[config.mk]
export PLATFORM = sky130hd
export DESIGN_NAME = mem_lock_ctrl
export DESIGN_NICKNAME = d
export VERILOG_FILES = /design/src/rtl/mem_lock_pkg.sv /design/src/rtl/mem_lock_reg.sv /design/src/rtl/mem_lock_ext_gate.sv /design/src/rtl/mem_lock_spm_gate.sv /design/src/rtl/mem_lock_ctrl.sv
export SDC_FILE = /design/constraint.sdc
export NUM_CORES = 1
export LEC_CHECK = 0
export CORE_AREA = 2 2 39 41
export CTS_BUF_LIST = sky130_fd_sc_hd__clkbuf_4
export DETAILED_ROUTE_END_ITERATION = 8
export DIE_AREA = 0 0 41 43
export GPL_TIMING_DRIVEN = 0
export PLACE_DENSITY = 0.76
export SYNTH_ARGS = -nofsm -noshare
export SYNTH_HDL_FRONTEND = slang
export SYNTH_HIERARCHICAL = 1
export SYNTH_SLANG_ARGS = --single-unit
[constraint.sdc]
create_clock -name clk_i -period 2.6 [get_ports clk_i]
set_input_delay 0.39 -clock clk_i [delete_from_list [all_inputs] [get_ports clk_i]]
set_output_delay 0.39 -clock clk_i [all_outputs]
set_load 0.005 [all_outputs]
[src/rtl/mem_lock_pkg.sv]
package mem_lock_pkg;
  localparam int LOCK_W  = 6;
  localparam int NSECT   = 2;
  localparam int GEN_A   = 0;
  localparam int GEN_B   = 1;
  localparam int SECT_LO = 2;  // pair base; per section: write guard, read guard

  typedef enum logic [1:0] {SRC_EXT = 2'd0, SRC_BOOT = 2'd1, SRC_APP = 2'd2, SRC_NONE = 2'd3} src_e;
  typedef enum logic {OP_RD = 1'b0, OP_WR = 1'b1} op_e;
  typedef enum logic [1:0] {TGT_APPF = 2'd0, TGT_BOOTF = 2'd1, TGT_EE = 2'd2, TGT_FUSE = 2'd3} tgt_e;
  typedef enum logic [1:0] {MODE_OPEN = 2'd0, MODE_NOWR = 2'd1, MODE_SEALED = 2'd2} mode_e;
endpackage

[src/rtl/mem_lock_reg.sv]
module mem_lock_reg
  import mem_lock_pkg::*;
#(
  parameter int DATA_W = 8
) (
  input  logic              clk_i,
  input  logic              rst_ni,
  input  logic              wr_i,
  input  logic [DATA_W-1:0] data_i,
  input  logic              erase_i,
  output logic [LOCK_W-1:0] lock_o,
  output logic              erase_pulse_o
);
  logic [LOCK_W-1:0] lock_q;
  logic              pulse_q;
  logic              past_ok_q;

  always_ff @(posedge clk_i or negedge rst_ni) begin
    if (!rst_ni) begin
      lock_q    <= '1;
      pulse_q   <= 1'b0;
      past_ok_q <= 1'b0;
    end else begin
      past_ok_q <= 1'b1;
      pulse_q   <= erase_i;
      if (erase_i)   lock_q <= '1;  // erase overrides a concurrent write
      else if (wr_i) lock_q <= lock_q & data_i[LOCK_W-1:0];
    end
  end

  assign lock_o        = lock_q;
  assign erase_pulse_o = pulse_q;

  p_raise_only_r2: assert property (@(posedge clk_i) disable iff (!rst_ni)
    past_ok_q && !$past(erase_i) |-> ((lock_q & ~$past(lock_q)) == '0));
  p_erase_clear_r3: assert property (@(posedge clk_i) disable iff (!rst_ni)
    erase_i |=> (lock_q == '1) && erase_pulse_o);
  p_pulse_cause_r3: assert property (@(posedge clk_i) disable iff (!rst_ni)
    past_ok_q && erase_pulse_o |-> $past(erase_i));
endmodule

[src/rtl/mem_lock_ext_gate.sv]
module mem_lock_ext_gate
  import mem_lock_pkg::*;
(
  input  logic [LOCK_W-1:0] lock_i,
  input  op_e               op_i,
  output mode_e             mode_o,
  output logic              ok_o
);
  always_comb begin
    if (!lock_i[GEN_B] && !lock_i[GEN_A]) mode_o = MODE_SEALED;
    else if (!lock_i[GEN_B])              mode_o = MODE_NOWR;
    else                                  mode_o = MODE_OPEN;
  end

  always_comb begin
    unique case (mode_o)
      MODE_SEALED: ok_o = 1'b0;
      MODE_NOWR:   ok_o = (op_i == OP_RD);
      default:     ok_o = 1'b1;
    endcase
  end

  always_comb begin
    a_nowr_reads_r5: assert (!(mode_o == MODE_NOWR && op_i == OP_RD) || ok_o);
  end
endmodule

[src/rtl/mem_lock_spm_gate.sv]
module mem_lock_spm_gate
  import mem_lock_pkg::*;
(
  input  logic [LOCK_W-1:0] lock_i,
  input  src_e              src_i,
  input  op_e               op_i,
  input  tgt_e              tgt_i,
  output logic              ok_o
);
  logic [NSECT-1:0] wr_blk, rd_blk;

  for (genvar s = 0; s < NSECT; s++) begin : g_sect
    assign wr_blk[s] = ~lock_i[SECT_LO + 2*s];
    assign rd_blk[s] = ~lock_i[SECT_LO + 2*s + 1];
  end

  logic       is_flash;
  logic       sect;
  logic       own_sect;

  assign is_flash = (tgt_i == TGT_APPF) || (tgt_i == TGT_BOOTF);
  assign sect     = (tgt_i == TGT_BOOTF);
  assign own_sect = (src_i == SRC_BOOT) ? sect : !sect;

  always_comb begin
    ok_o = 1'b0;
    if (src_i == SRC_BOOT || src_i == SRC_APP) begin
      if (tgt_i == TGT_EE)        ok_o = 1'b1;
      else if (is_flash) begin
        if (op_i == OP_WR)        ok_o = (src_i == SRC_BOOT) && !wr_blk[sect];
        else                      ok_o = own_sect || !rd_blk[sect];
      end
    end
  end

  always_comb begin
    a_app_no_spm_r9: assert (!(src_i == SRC_APP && op_i == OP_WR && is_flash) || !ok_o);
    a_own_read_r11:  assert (!(is_flash && op_i == OP_RD && own_sect &&
                               (src_i == SRC_BOOT || src_i == SRC_APP)) || ok_o);
  end
endmodule

[src/rtl/mem_lock_ctrl.sv]
module mem_lock_ctrl
  import mem_lock_pkg::*;
#(
  parameter int DATA_W = 8
) (
  input  logic              clk_i,
  input  logic              rst_ni,
  input  logic              lock_wr_i,
  input  logic [DATA_W-1:0] lock_data_i,
  input  logic              erase_cmd_i,
  input  logic              req_valid_i,
  input  logic [1:0]        req_src_i,
  input  logic              req_op_i,
  input  logic [1:0]        req_tgt_i,
  output logic              grant_o,
  output logic              deny_o,
  output logic              erase_pulse_o
);
  logic [LOCK_W-1:0] lock;
  mode_e             mode;
  logic              ext_ok, spm_ok, sel_ok;
  src_e              src;
  op_e               op;
  tgt_e              tgt;

  assign src = src_e'(req_src_i);
  assign op  = op_e'(req_op_i);
  assign tgt = tgt_e'(req_tgt_i);

  mem_lock_reg #(.DATA_W(DATA_W)) u_reg (
    .clk_i, .rst_ni,
    .wr_i(lock_wr_i), .data_i(lock_data_i), .erase_i(erase_cmd_i),
    .lock_o(lock), .erase_pulse_o(erase_pulse_o)
  );

  mem_lock_ext_gate u_ext (.lock_i(lock), .op_i(op), .mode_o(mode), .ok_o(ext_ok));

  mem_lock_spm_gate u_spm (.lock_i(lock), .src_i(src), .op_i(op), .tgt_i(tgt), .ok_o(spm_ok));

  assign sel_ok  = (src == SRC_EXT) ? ext_ok : spm_ok;
  assign grant_o = req_valid_i && sel_ok;
  assign deny_o  = req_valid_i && !sel_ok;

  p_sealed_r6: assert property (@(posedge clk_i) disable iff (!rst_ni)
    req_valid_i && src == SRC_EXT && mode == MODE_SEALED |-> deny_o);
  p_fuse_r8: assert property (@(posedge clk_i) disable iff (!rst_ni)
    req_valid_i && (src == SRC_BOOT || src == SRC_APP) && tgt == TGT_FUSE |-> deny_o);
  p_idle_r13: assert property (@(posedge clk_i) disable iff (!rst_ni)
    !req_valid_i |-> !grant_o && !deny_o);
  p_excl_r13: assert property (@(posedge clk_i) disable iff (!rst_ni)
    req_valid_i |-> $onehot({grant_o, deny_o}));
endmodule

### Yosys cells after proc, flatten, opt, wreduce, memory -nomap -nowiden

Index checks and enable logic that the tools add are counted.

* $add $sub $neg: 0
* $mul: 0
* div/mod/pow operators: 0
* order comparisons: 1
* equality and inequality tests: 6
* shift operators: 0
* muxes and demuxes: 15
* bitwise gates (word level): 6
* reduce and logical (&&, ||, !) cells: 16

Operators with widths (number)
* two-way mux 6 bit: 2
* two-way mux 1 bit: 11
* AND 6 bit: 1
* == test 2 x 1 -> 1 bit, second input constant: 3
* == test 2 bit, second input constant: 3
* zero test 1 bit: 6
* inverter 1 bit: 5
* logical AND 1 bit: 4
* zero test 2 bit: 2
* logical OR 1 bit: 3
* less-than comparator 1 x 2 -> 1 bit, second input constant: 1
* two-way mux 2 bit: 1
* case mux 1 bit (2 select lines): 1
* nonzero test 2 bit: 1

* flip-flop bits (word level): 7
* latch bits: 0
* bits in writable memories: 0
* ROM bits: 0
* input bits: 18
* output and inout port bits: 3
* memories kept: 0

### Logic depth before layout (Yosys ltp)

Gate-level depths: netlist of the first run.

* word-level depth: 12
* depth in mapped cells: 6
* mapped depth without buffers: 6

### Hierarchy

The synthesis of the first run kept the hierarchy.

Modules (own cells, without submodules)
* mem_lock_reg: times used 1, cells each 19, area each 265.3 sq um
* mem_lock_spm_gate: times used 1, cells each 12, area each 82.6 sq um
* mem_lock_ctrl: times used 1, cells each 4, area each 27.5 sq um
* mem_lock_ext_gate: times used 1, cells each 4, area each 21.3 sq um

### Worst setup path after synthesis of the first run

Ideal clock, no wire load.

* path kind: input-to-output
* start: input port req_src_i[1]
* end: output port deny_o
* arrival: 1.444 ns
* required time: 2.210 ns
* slack: 0.766 ns
* stages on the path: 6
* path through: inv_1 ha_1 a221o_1 a311oi_1 o21ai_0 and3_1

* longest elaborated chain between the ends: 10
* elaborated cells on any way between the ends: 14
* those cells by class: eq/ne: 2; mux: 6; reduce/logical: 6

RTL lines
* start: declaration: line mem_lock_ctrl.sv:12 `input logic [1:0] req_src_i,`
* == test 2 x 1 -> 1 bit: line mem_lock_spm_gate.sv:23, mem_lock_spm_gate.sv:27, mem_lock_spm_gate.sv:30
* two-way mux 1 bit: line mem_lock_spm_gate.sv:23 `assign own_sect = (src_i == SRC_BOOT) ? sect : !sect;`
* logical OR 1 bit: line mem_lock_spm_gate.sv:31 `else ok_o = own_sect || !rd_blk[sect];`
* two-way mux 1 bit: line mem_lock_spm_gate.sv:30 `if (op_i == OP_WR) ok_o = (src_i == SRC_BOOT) && !wr_blk[sect];`
* two-way mux 1 bit: line mem_lock_spm_gate.sv:29 `else if (is_flash) begin`
* two-way mux 1 bit: line mem_lock_spm_gate.sv:28 `if (tgt_i == TGT_EE) ok_o = 1'b1;`
* two-way mux 1 bit *: line mem_lock_spm_gate.sv:27 `if (src_i == SRC_BOOT || src_i == SRC_APP) begin`
* named net spm_ok: line mem_lock_ctrl.sv:21 `logic ext_ok, spm_ok, sel_ok;`
* two-way mux 1 bit *: line mem_lock_ctrl.sv:40 `assign sel_ok = (src == SRC_EXT) ? ext_ok : spm_ok;`
* zero test 1 bit *: line mem_lock_ctrl.sv:42 `assign deny_o = req_valid_i && !sel_ok;`
* logical AND 1 bit *: line mem_lock_ctrl.sv:42
* end: declaration: line mem_lock_ctrl.sv:16 `output logic deny_o,`

The timed path passes the listed nets; every way through them passes the cells marked *.

### Final worst setup path of the first run

* start: input port req_op_i
* end: output port deny_o

* longest elaborated chain between the ends: 7
* elaborated cells on any way between the ends: 9
* those cells by class: mux: 6; bitwise: 1; reduce/logical: 2

RTL lines
* start: declaration: line mem_lock_ctrl.sv:13 `input logic req_op_i,`
* two-way mux 1 bit: line mem_lock_spm_gate.sv:30
* two-way mux 1 bit: line mem_lock_spm_gate.sv:29
* two-way mux 1 bit: line mem_lock_spm_gate.sv:28
* two-way mux 1 bit: line mem_lock_spm_gate.sv:27
* named net spm_ok: line mem_lock_ctrl.sv:21
* two-way mux 1 bit: line mem_lock_ctrl.sv:40
* zero test 1 bit: line mem_lock_ctrl.sv:42
* logical AND 1 bit: line mem_lock_ctrl.sv:42

The timed path passes the listed nets, and every way through them passes these cells.

==> metrics.md, run 1 <==
| Metric | Value |
|---|---|
| Status | complete, no violations |
| Clock latency on the worst-skew pair | 0.24 ns |
| Net count after synthesis | 56 |
| CTS tree | done |
| CP arrival | 2.07 ns |
| DRC Markers | 0 |
| TritonCTS Buffers | 3 |
| First-pass GRT wire length | 1311 µm |
| Number of global-route vias before repair | 350 |
| Fin area | 618.1 µm² |
| Switching Share | 0.2047 |
| Slew Viols, Final | 0 |
| Initial drt markers | 2 |
| Max_cap viols | 0 |
| Hold-fix buffers, CTS | 0 |
| Total gr overflow | 0 |
| Hold/Removal Path Class | input pin to asynchronous set/reset pin |
| Overall via count from detail_route | 339 |
| Ys Warns | 6 |
| Crit-path max FO | 5 |
| Worst-Margin Slew | 0.3000 ns |
| Routed len/inst | 10.04 µm |
| Total power | 285.2 µW |
| Logic pwr share | 0.197 |
| Worst Setup End Kind | output port |
| Htree depth | 1 |
| NetSw | 58.39 µW |
| Worst Skew | 0 ns |
| Initial Utilization | 0.2794 |
| Flop pwr share | 0.435 |
| Global placement routability congestion | 0.7081 |
| Iteration count of the initial detailed-routing pass | 2 |
| Fin util | 0.4467 |
| Setup Crit Path Kind | input pin to output port |
| Worst vdd ir | 0.2269 mV |
| Final Hold Vio Count | 0 |
| Area delta synth->final | 59.87% |
| Number of antenna-violating nets in the routed design | 0 |
| # rows | 14 |
| Core area | 1384 µm² |
| Number of port buffers | 18 |
| Largest net degree at the start of global routing | 8 |
| Share of cells above drive strength 1 | 0.1864 |
| Die W | 41 µm |
| Int Pwr | 226.8 µW |
| Die Footprint | 1763 µm² |
| Routed vias/inst | 4.520 |
| Post-route insts no fill | 75 |
| Synth Instances | 37 |
| Rel. slew slack | 0.7994 |
| Root buffer cell | clkbuf_4 |
| Clk slew on worst S/H paths | 0.05 ns |
| CTS sink cnt | 7 |
| Setup-failing EPs final | 0 |
| Final nets | 79 |
| GRT Util Overall | 0.1147 |
| Max Freq | 0.4062 GHz |
| Setup crit start kind | input pin |
| Syn Area/Cell | 10.45 µm² |
| Clk buf depth | 2 |
| Pwr Density | 461.4 nW/µm² |
| Dpl hpwl | 621 µm |
| Placed Area | 586.8 µm² |
| Mapped cell area | 386.6 µm² |
| Tcrit/Tclk final | 0.9469 |
| DP Worst Slack | -0.2935 ns |
| Num ports | 21 |
| Initial antenna violation count | 0 |
| Die Y | 43 µm |
| Unrepaired setup endpoints after global routing | false |
| DP Cell Count | 71 |
| Clock power frac | 0.368 |
| Leakage power | 0.0002786 µW |
| Post-route setup slack | 0.1381 ns |
| Final period demand of the worst path | 2.462 ns |
| Antenna Cells | 0 |
| WL final | 753 µm |
| CP Data Required Time | 2.21 ns |
==> final timing paths <==
check	startpoint	end	slack, ns	cells after the start
setup reg to reg	u_reg/lock_o[3]	u_reg/lock_o[3]	1.91	1
min in group clk_i	u_reg/lock_o[2]	u_reg/lock_o[2]	0.51	1
hold / removal	rst_ni	u_reg/erase_pulse_o	0.40	1
max in group asynchronous	rst_ni	u_reg/lock_o[0]	1.92	1
hold reg to reg	u_reg/lock_o[2]	u_reg/lock_o[2]	0.51	1
setup / recovery	req_op_i	deny_o	0.14	7
==> state kept, by name, indices dropped and copies added, names as in the netlist <==
signal,count
u_reg/lock_o,6
u_reg/erase_pulse_o,1
==> critical path, stage by stage <==
cell and delay [ns]:
clkdlybuf4s50_1 0.54, nor2_1 0.06, a221o_1 0.28, a311oi_1 0.25, o21ai_1 0.12, and3_1 0.18
dlygate4sd2_1 0.25
==> metrics by stage <==
step                      setup TNS (ns)  hold WS (ns)
after global routing                   0        0.4124
after CTS                              0        0.3949
final                                  0        0.4000
after floorplan                        0       0.09441
after global placement           -0.5703        0.4990
after detailed placement         -0.5592        0.5013
==> power groups by stage <==
stage               clock [µW]  sequential [µW]  combinational (µW)
global placement             0              125                58.5
detailed placement           0              126                59.4
floorplan                    0              125                21.2
CTS                        112              124                57.3
global route               122              125                62.7
finish                     105              124                56.2
==> cells in the final DEF, fill, tap and decap left out, drive strengths merged <==
cell,n
or3b,1
o21ai,1
or2b,2
dfrtp,1
dlygate4sd2,3
nand3b,1
clkdlybuf4s50,14
a21oi,1
nand2b,8
a221o,1
and3,1
a21boi,1
dlymetal6s2s,1
inv,3
a311oi,1
ha,1
dfstp,6
nor2,1
a21o,7
clkbuf,4
==> cell type report <==
class | count | area, µm²
Sequential cell | 7 | 182.7
Fill cell | 141 | 765.7
Clock buffer | 4 | 30.03
Timing Repair Buffer | 18 | 178.9
Multi-Input combinational cell | 27 | 195.2
Tap cell | 16 | 20.02
Inverter | 3 | 11.26
==> metal layers <==
metal / vias up / track usage / wire length, µm
met3: 0 / 0.03141 / 48
li1: 173 / - / -
met2: 12 / 0.1781 / 395
met5: - / 0 / 0
met4: 0 / 0.1000 / 0
met1: 154 / 0.1167 / 309
==> timing repair <==
item,in CTS,in global routing
hold endpoints to repair,0,0
gates resized for setup,4,2
endpoints found under the setup margin,2,2
buffers inserted,0,0
pin swaps,1,1
Note: power is estimated with default switching activity, not from simulation.
==> run 2: changes to the inputs <==
clock period = 3.1 ns   (was 2.6 ns; I/O delays follow)
==> run 2 against run 1 <==
Count of clock-buffer cells in the layout unchanged. Largest cell class unchanged. Die area unchanged. Clock skew unchanged. First-iteration DRC count grew 50%. Sequential power fell by 16%.
==> metrics.md, run 2 (same netlist as run 1, synthesis figures left out) <==
| Metric | Value |
|---|---|
| Setup crit start kind | input pin (unchanged) |
| Initial drt markers | 3 (was 2) |
| Core area | 1384 µm² (unchanged) |
| Hold-fix buffers, CTS | 0 (unchanged) |
| Final nets | 79 (unchanged) |
| Largest net degree at the start of global routing | 8 (unchanged) |
| Clk buf depth | 2 (unchanged) |
| Die Y | 43 µm (unchanged) |
| Worst r2r src | u_reg/lock_o[3] (unchanged) |
| Setup-failing EPs final | 0 (unchanged) |
| # rows | 14 (unchanged) |
| Sum of negative setup slack | 0 ns (unchanged) |
| Critical path capture point | grant_o (was deny_o) |
| CP Data Required Time | 2.63 ns (was 2.21 ns) |
| Initial antenna violation count | 0 (unchanged) |
| Area delta synth->final | 59.55% (was 59.87%) |
| Global placement routability congestion | 0.7081 (unchanged) |
| Number of global-route vias before repair | 350 (unchanged) |
| Htree depth | 1 (unchanged) |
| Overall via count from detail_route | 348 (was 339) |
| Crit-path max FO | 3 (was 5) |
| Share of cells above drive strength 1 | 0.1695 (was 0.1864) |
| Die Footprint | 1763 µm² (unchanged) |
| Num ports | 21 (unchanged) |
| Slew Viols, Final | 0 (unchanged) |
| Setup slack, reg-to-reg | 2.41 ns (was 1.91 ns) |
| Final Hold Vio Count | 0 (unchanged) |
| Number of antenna-violating nets in the routed design | 0 (unchanged) |
| Largest register FFs | 6 (unchanged) |
| Routed vias/inst | 4.640 (was 4.520) |
| Iteration count of the initial detailed-routing pass | 4 (was 2) |
| Fin util | 0.4458 (was 0.4467) |
| Hold/Removal Path Class | input pin to asynchronous set/reset pin (unchanged) |
| CTS tree | done (unchanged) |
| Final period demand of the worst path | 2.958 ns |
| DRC Markers | 0 (unchanged) |
| Reg2Reg Depth | 1 (unchanged) |
| GRT Util Overall | 0.1147 (unchanged) |
| First-pass GRT wire length | 1311 µm (unchanged) |
| Routed len/inst | 10.08 µm (was 10.04 µm) |
| Max_cap viols | 0 (unchanged) |
| Total power | 241.4 µW (was 285.2 µW) |
| Worst vdd ir | 0.1905 mV (was 0.2269 mV) |
| Worst Skew | 0 ns (unchanged) |
| R2r endpoint | u_reg/lock_o[3] (unchanged) |
| CP startpoint | req_src_i[1] (was req_op_i) |
| Rel. slew slack | 0.7992 (was 0.7994) |
| Clock latency on the worst-skew pair | 0.24 ns (about the same) |
| Initial Utilization | 0.2794 (unchanged) |
| Worst-Margin Slew | 0.3003 ns (was 0.3000 ns) |
| CP arrival | 2.49 ns (was 2.07 ns) |
| Die W | 41 µm (unchanged) |
| Pwr Density | 391.4 nW/µm² (was 461.4 nW/µm²) |
| Most frequent cells in the layout | 18 x clkdlybuf4s50_1, 8 x nand2b_1, 7 x a21o_1, 6 x dfstp_2, 4 x clkbuf_4 (was 14 x clkdlybuf4s50_1, 8 x nand2b_1, 7 x a21o_1, 6 x dfstp_2, 4 x clkbuf_4) |
| Most common cell after layout, fill and taps aside | clkdlybuf4s50_1 (unchanged) |
| Number of port buffers | 18 (unchanged) |
| Root buffer cell | clkbuf_4 (unchanged) |
| Dpl hpwl | 621 µm (unchanged) |
| Max Freq | 0.3381 GHz |
| Setup Crit Path Kind | input pin to output port (unchanged) |
| Clk slew on worst S/H paths | 0.05 ns (about the same) |
| Worst Setup End Kind | output port (unchanged) |
| Antenna Cells | 0 (unchanged) |
| CTS sink cnt | 7 (unchanged) |
| TritonCTS Buffers | 3 (unchanged) |
| WL final | 756 µm (was 753 µm) |
| Total gr overflow | 0 (unchanged) |
| Tcrit/Tclk final | 0.9542 |
| Leakage power | 0.0002635 µW (was 0.0002786 µW) |
| Unrepaired setup endpoints after global routing | false (unchanged) |
| Status | complete, no violations (unchanged) |
==> run 2: cell count changes in the layout (fill, tap and decap cells not counted), sizes merged <==
cell,delta
clkdlybuf4s50,+4
dlymetal6s2s,-1
dlygate4sd2,-3
==> run 2: critical path, cell delays in order <==
cell and delay, ns:
clkdlybuf4s50_1 0.49, inv_1 0.05, ha_1 0.19, a221o_1 0.32, a311oi_1 0.21, o21ai_1 0.12
a21boi_1 0.15, clkdlybuf4s50_1 0.51
==> run 2: how the worst min path moves through the flow <==
stage / startpoint / endpoint / slack, ns / depth (start not counted)
floorplan: rst_ni / u_reg/erase_pulse_o / 0.17 / 0
global placement: u_reg/lock_o[4] / u_reg/lock_o[4] / 0.50 / 1
detailed placement: u_reg/lock_o[4] / u_reg/lock_o[4] / 0.50 / 1
CTS: rst_ni / u_reg/erase_pulse_o / 0.47 / 1
global route: rst_ni / u_reg/erase_pulse_o / 0.49 / 1
finish: rst_ni / u_reg/erase_pulse_o / 0.47 / 1
==> run 2: cell type report <==
class	count	area, µm²
clock buffer	4	30.03
fill	145	767.0
inverter	3	11.26
multi-input combinational	27	192.7
sequential	7	182.7
tap	16	20.02
timing repair buffer	18	180.2
==> run 2: metrics by stage <==
stage / area [µm²] / setup slack [ns] / std cells / hold slack, ns
2_1_floorplan: 386.6 / 1.116 / 37 / 0.1694
3_3_place_gp: 586.8 / 0.04946 / 71 / 0.4990
3_5_place_dp: 586.8 / 0.05650 / 71 / 0.5013
4_1_cts: 616.8 / 0.04895 / 75 / 0.4699
5_1_grt: 616.8 / 0.01058 / 75 / 0.4874
6_report: 616.8 / 0.1420 / 75 / 0.4749
==> run 2: layer usage <==
metal	part of all wire	GRT usage	vias to the layer above
li1	-	-	173
met1	0.40	0.1167	159
met2	0.52	0.1781	16
met3	0.079	0.03141	0
met4	0	0.1000	0
met5	0	0	-
==> run 2: report_power, final <==
group | internal (µW) | leakage (µW) | switching, µW
registers | 101 | 0.0000749 | 2.63
logic | 33.3 | 0.000170 | 16.0
clock network | 57.6 | 0.0000184 | 30.4
total | 192 | 0.000264 | 49.1
==> run 2: what timing repair did <==
item / CTS / global route
resized for setup: 0 / 1
endpoints found under the setup margin: 0 / 2
setup buffers: 0 / 0
==> run 3: changes to the inputs <==
--- a/config.mk
+++ b/config.mk
@@ -6,9 +6,9 @@
 export NUM_CORES = 1
 export LEC_CHECK = 0
+export CAP_MARGIN = 20
 export CORE_AREA = 2 2 39 41
 export CTS_BUF_LIST = sky130_fd_sc_hd__clkbuf_4
 export DETAILED_ROUTE_END_ITERATION = 8
 export DIE_AREA = 0 0 41 43
-export GPL_TIMING_DRIVEN = 0
 export PLACE_DENSITY = 0.76
 export SYNTH_ARGS = -nofsm -noshare
==> constraint.sdc (replaced) <==
create_clock -name clk_i -period 3.1 [get_ports clk_i]
set_input_delay 0.62 -clock clk_i [delete_from_list [all_inputs] [get_ports clk_i]]
set_output_delay 0.62 -clock clk_i [all_outputs]
set_load 0.005 [all_outputs]
==> run 3 against run 2 <==
Count of clock-buffer cells in the layout is the same. Clock power shrank 0.6%. Final area grew 3.9%. Final cell count grew 2.7%. Maximum frequency shrank 0.19%. Combinational power grew 4.5%. Largest power group unchanged. Die area is the same. Global-route usage shrank 0.51 points. Worst hold slack gained 0.031 ns. Critical endpoint is now deny_o. Non-clock buffer count grew 2. Largest cell class unchanged. Register-to-register slack is essentially flat.
==> metrics.md, run 3 (same netlist as run 1, synthesis figures left out) <==
| Metric | Value |
|---|---|
| Status | complete, no violations (unchanged) |
| Multi-input gate area | 201.4 µm² (was 192.7 µm²) |
| Post CTS Setup Buffer Count | 0 (unchanged) |
| Final nets | 81 (was 79) |
| WL final | 784 µm (was 756 µm) |
| Iteration count of the initial detailed-routing pass | 4 (unchanged) |
| Share of cells above drive strength 1 | 0.2295 (was 0.1695) |
| Hold-fix buffers, CTS | 0 (unchanged) |
| Most frequent cells in the layout | 15 x clkdlybuf4s50_1, 8 x nand2b_1, 7 x a21o_1, 6 x dfstp_2, 4 x clkbuf_4 (was 18 x clkdlybuf4s50_1, 8 x nand2b_1, 7 x a21o_1, 6 x dfstp_2, 4 x clkbuf_4) |
| Slowest cell delay on critical path | 0.43 ns (was 0.51 ns) |
| Setup Crit Path Kind | input pin to output port (unchanged) |
| CTS tree | done (unchanged) |
| Number of port buffers | 18 (unchanged) |
| Most common cell after layout, fill and taps aside | clkdlybuf4s50_1 (unchanged) |
| Worst-Margin Slew | 0.2930 ns (was 0.3003 ns) |
| Unrepaired setup endpoints after global routing | false (unchanged) |
| # rows | 14 (unchanged) |
| Total gr overflow | 0 (unchanged) |
| Die W | 41 µm (unchanged) |
| Initial drt markers | 2 (was 3) |
| Die Footprint | 1763 µm² (unchanged) |
| Max stage delay cell, worst path | clkdlybuf4s50_1 (unchanged) |
| Max_cap viols | 0 (unchanged) |
| Overall via count from detail_route | 353 (was 348) |
| Leakage power | 0.0002880 µW (was 0.0002635 µW) |
| Number of global-route vias before repair | 348 (was 350) |
| CP Data Required Time | 2.48 ns (was 2.63 ns) |
| Total power | 243.2 µW (was 241.4 µW) |
| Area delta synth->final | 65.70% (was 59.55%) |
| Htree depth | 1 (unchanged) |
| Largest register FFs | 6 (unchanged) |
| Clk buf depth | 2 (unchanged) |
| Die Y | 43 µm (unchanged) |
| Number of antenna-violating nets in the routed design | 0 (unchanged) |
| Max Freq | 0.3374 GHz (was 0.3381 GHz) |
| Hold/Removal Path Class | flop to flop (was input pin to asynchronous set/reset pin) |
| Tcrit/Tclk final | 0.9560 (was 0.9542) |
| Worst Setup End Kind | output port (unchanged) |
| Final Hold Vio Count | 0 (unchanged) |
| Delay-heaviest family, CP | compound AO/OA/AOI/OAI gates (was buffers and inverters) |
| CP arrival | 2.34 ns (was 2.49 ns) |
| Pwr Density | 379.7 nW/µm² (was 391.4 nW/µm²) |
| Setup crit start kind | input pin (unchanged) |
| CTS sink cnt | 7 (unchanged) |
| Largest net degree at the start of global routing | 8 (unchanged) |
| Clock latency on the worst-skew pair | 0.24 ns (about the same) |
| CP bufs+invs | 2 (was 3) |
| DRC Markers | 0 (unchanged) |
| Core area | 1384 µm² (unchanged) |
| Initial Utilization | 0.2794 (unchanged) |
| TritonCTS Buffers | 3 (unchanged) |
| Routed vias/inst | 4.584 (was 4.640) |
| Final period demand of the worst path | 2.964 ns (was 2.958 ns) |
| Rel. slew slack | 0.8041 (was 0.7992) |
| First-pass GRT wire length | 1235 µm (was 1311 µm) |
| Filler instances | 140 (was 145) |
| Fin util | 0.4629 (was 0.4458) |
| Global placement routability congestion | 0.6618 (was 0.7081) |
| Reg area | 182.7 µm² (unchanged) |
| Crit-path max FO | 2 (was 3) |
| Setup-failing EPs final | 0 (unchanged) |
| GRT Util Overall | 0.1096 (was 0.1147) |
| Antenna Cells | 0 (unchanged) |
| Num ports | 21 (unchanged) |
| Critical-path cell list | clkdlybuf4s50_1 > ha_2 > a221o_1 > a311oi_2 > o21ai_1 > and3_1 > dlygate4sd2_1 (was clkdlybuf4s50_1 > inv_1 > ha_1 > a221o_1 > a311oi_1 > o21ai_1 > a21boi_1 > clkdlybuf4s50_1) |
| Slew Viols, Final | 0 (unchanged) |
| Routed len/inst | 10.18 µm (was 10.08 µm) |
| Worst vdd ir | 0.1569 mV (was 0.1905 mV) |
| Worst Skew | 0 ns (unchanged) |
| Initial antenna violation count | 0 (unchanged) |
| Root buffer cell | clkbuf_4 (unchanged) |
| Clk slew on worst S/H paths | 0.05 ns (about the same) |
## run 3: cell count changes in the layout (fill, tap and decap cells not counted), sizes merged
| cell | before | now |
|---|---|---|
| clkdlybuf4s50 | 18 | 15 |
| buf | 0 | 2 |
| dlygate4sd2 | 0 | 2 |
| dlymetal6s2s | 0 | 1 |
## run 3: final timing paths
kind	start	slack (ns)	end	cells past startpoint
setup reg to reg	u_reg/lock_o[3]	2.41	u_reg/lock_o[3]	1
hold reg to reg	u_reg/lock_o[2]	0.51	u_reg/lock_o[2]	1
min in group asynchronous	rst_ni	0.63	u_reg/erase_pulse_o	1
setup / recovery	req_src_i[0]	0.14	deny_o	7
hold / removal	u_reg/lock_o[2]	0.51	u_reg/lock_o[2]	1
max in group asynchronous	rst_ni	2.20	u_reg/lock_o[0]	1
## run 3: metal layers
| layer | share of wire | wire length [µm] | GRT usage |
|---|---|---|---|
| met5 | 0 | 0 | 0 |
| met4 | 0 | 0 | 0.1000 |
| met3 | 0.078 | 61 | 0.02094 |
| met2 | 0.55 | 431 | 0.1906 |
| met1 | 0.37 | 292 | 0.09333 |
## run 3: where the power goes
part / leakage [µW] / switching, µW / internal [µW] / total, µW
Sequential: 0.0000749 / 2.72 / 101 / 104
Combinational: 0.000195 / 17.5 / 34.1 / 51.6
Clock: 0.0000184 / 30.0 / 57.6 / 87.6
Total: 0.000288 / 50.2 / 193 / 243
## run 3: stage by stage
stage	hold slack (ns)	std cells	area [µm²]	setup WS [ns]	setup TNS, ns
final	0.5061	77	640.6	0.1364	0
after global routing	0.5138	77	640.6	0.02546	0
after CTS	0.5099	77	635.6	0.02834	0
after detailed placement	0.5024	73	601.8	-0.3013	-0.5728
after global placement	0.4993	73	601.8	-0.2595	-0.4858
after floorplan	0.3244	37	386.6	0.8062	0
## run 3: what timing repair did
| item | CTS | global route |
|---|---|---|
| pin swaps | 1 | 3 |
| setup endpoints to repair | 2 | 2 |
| resized for setup | 4 | 2 |
| cloned | 0 | 0 |
## run 3: layout make-up
class	instances	area share
Timing Repair Buffer	20	0.3047
Clock buffer	4	0.04688
Inverter	3	0.01758
Tap cell	16	0.03125
Sequential cell	7	0.2852
Multi-Input combinational cell	27	0.3145
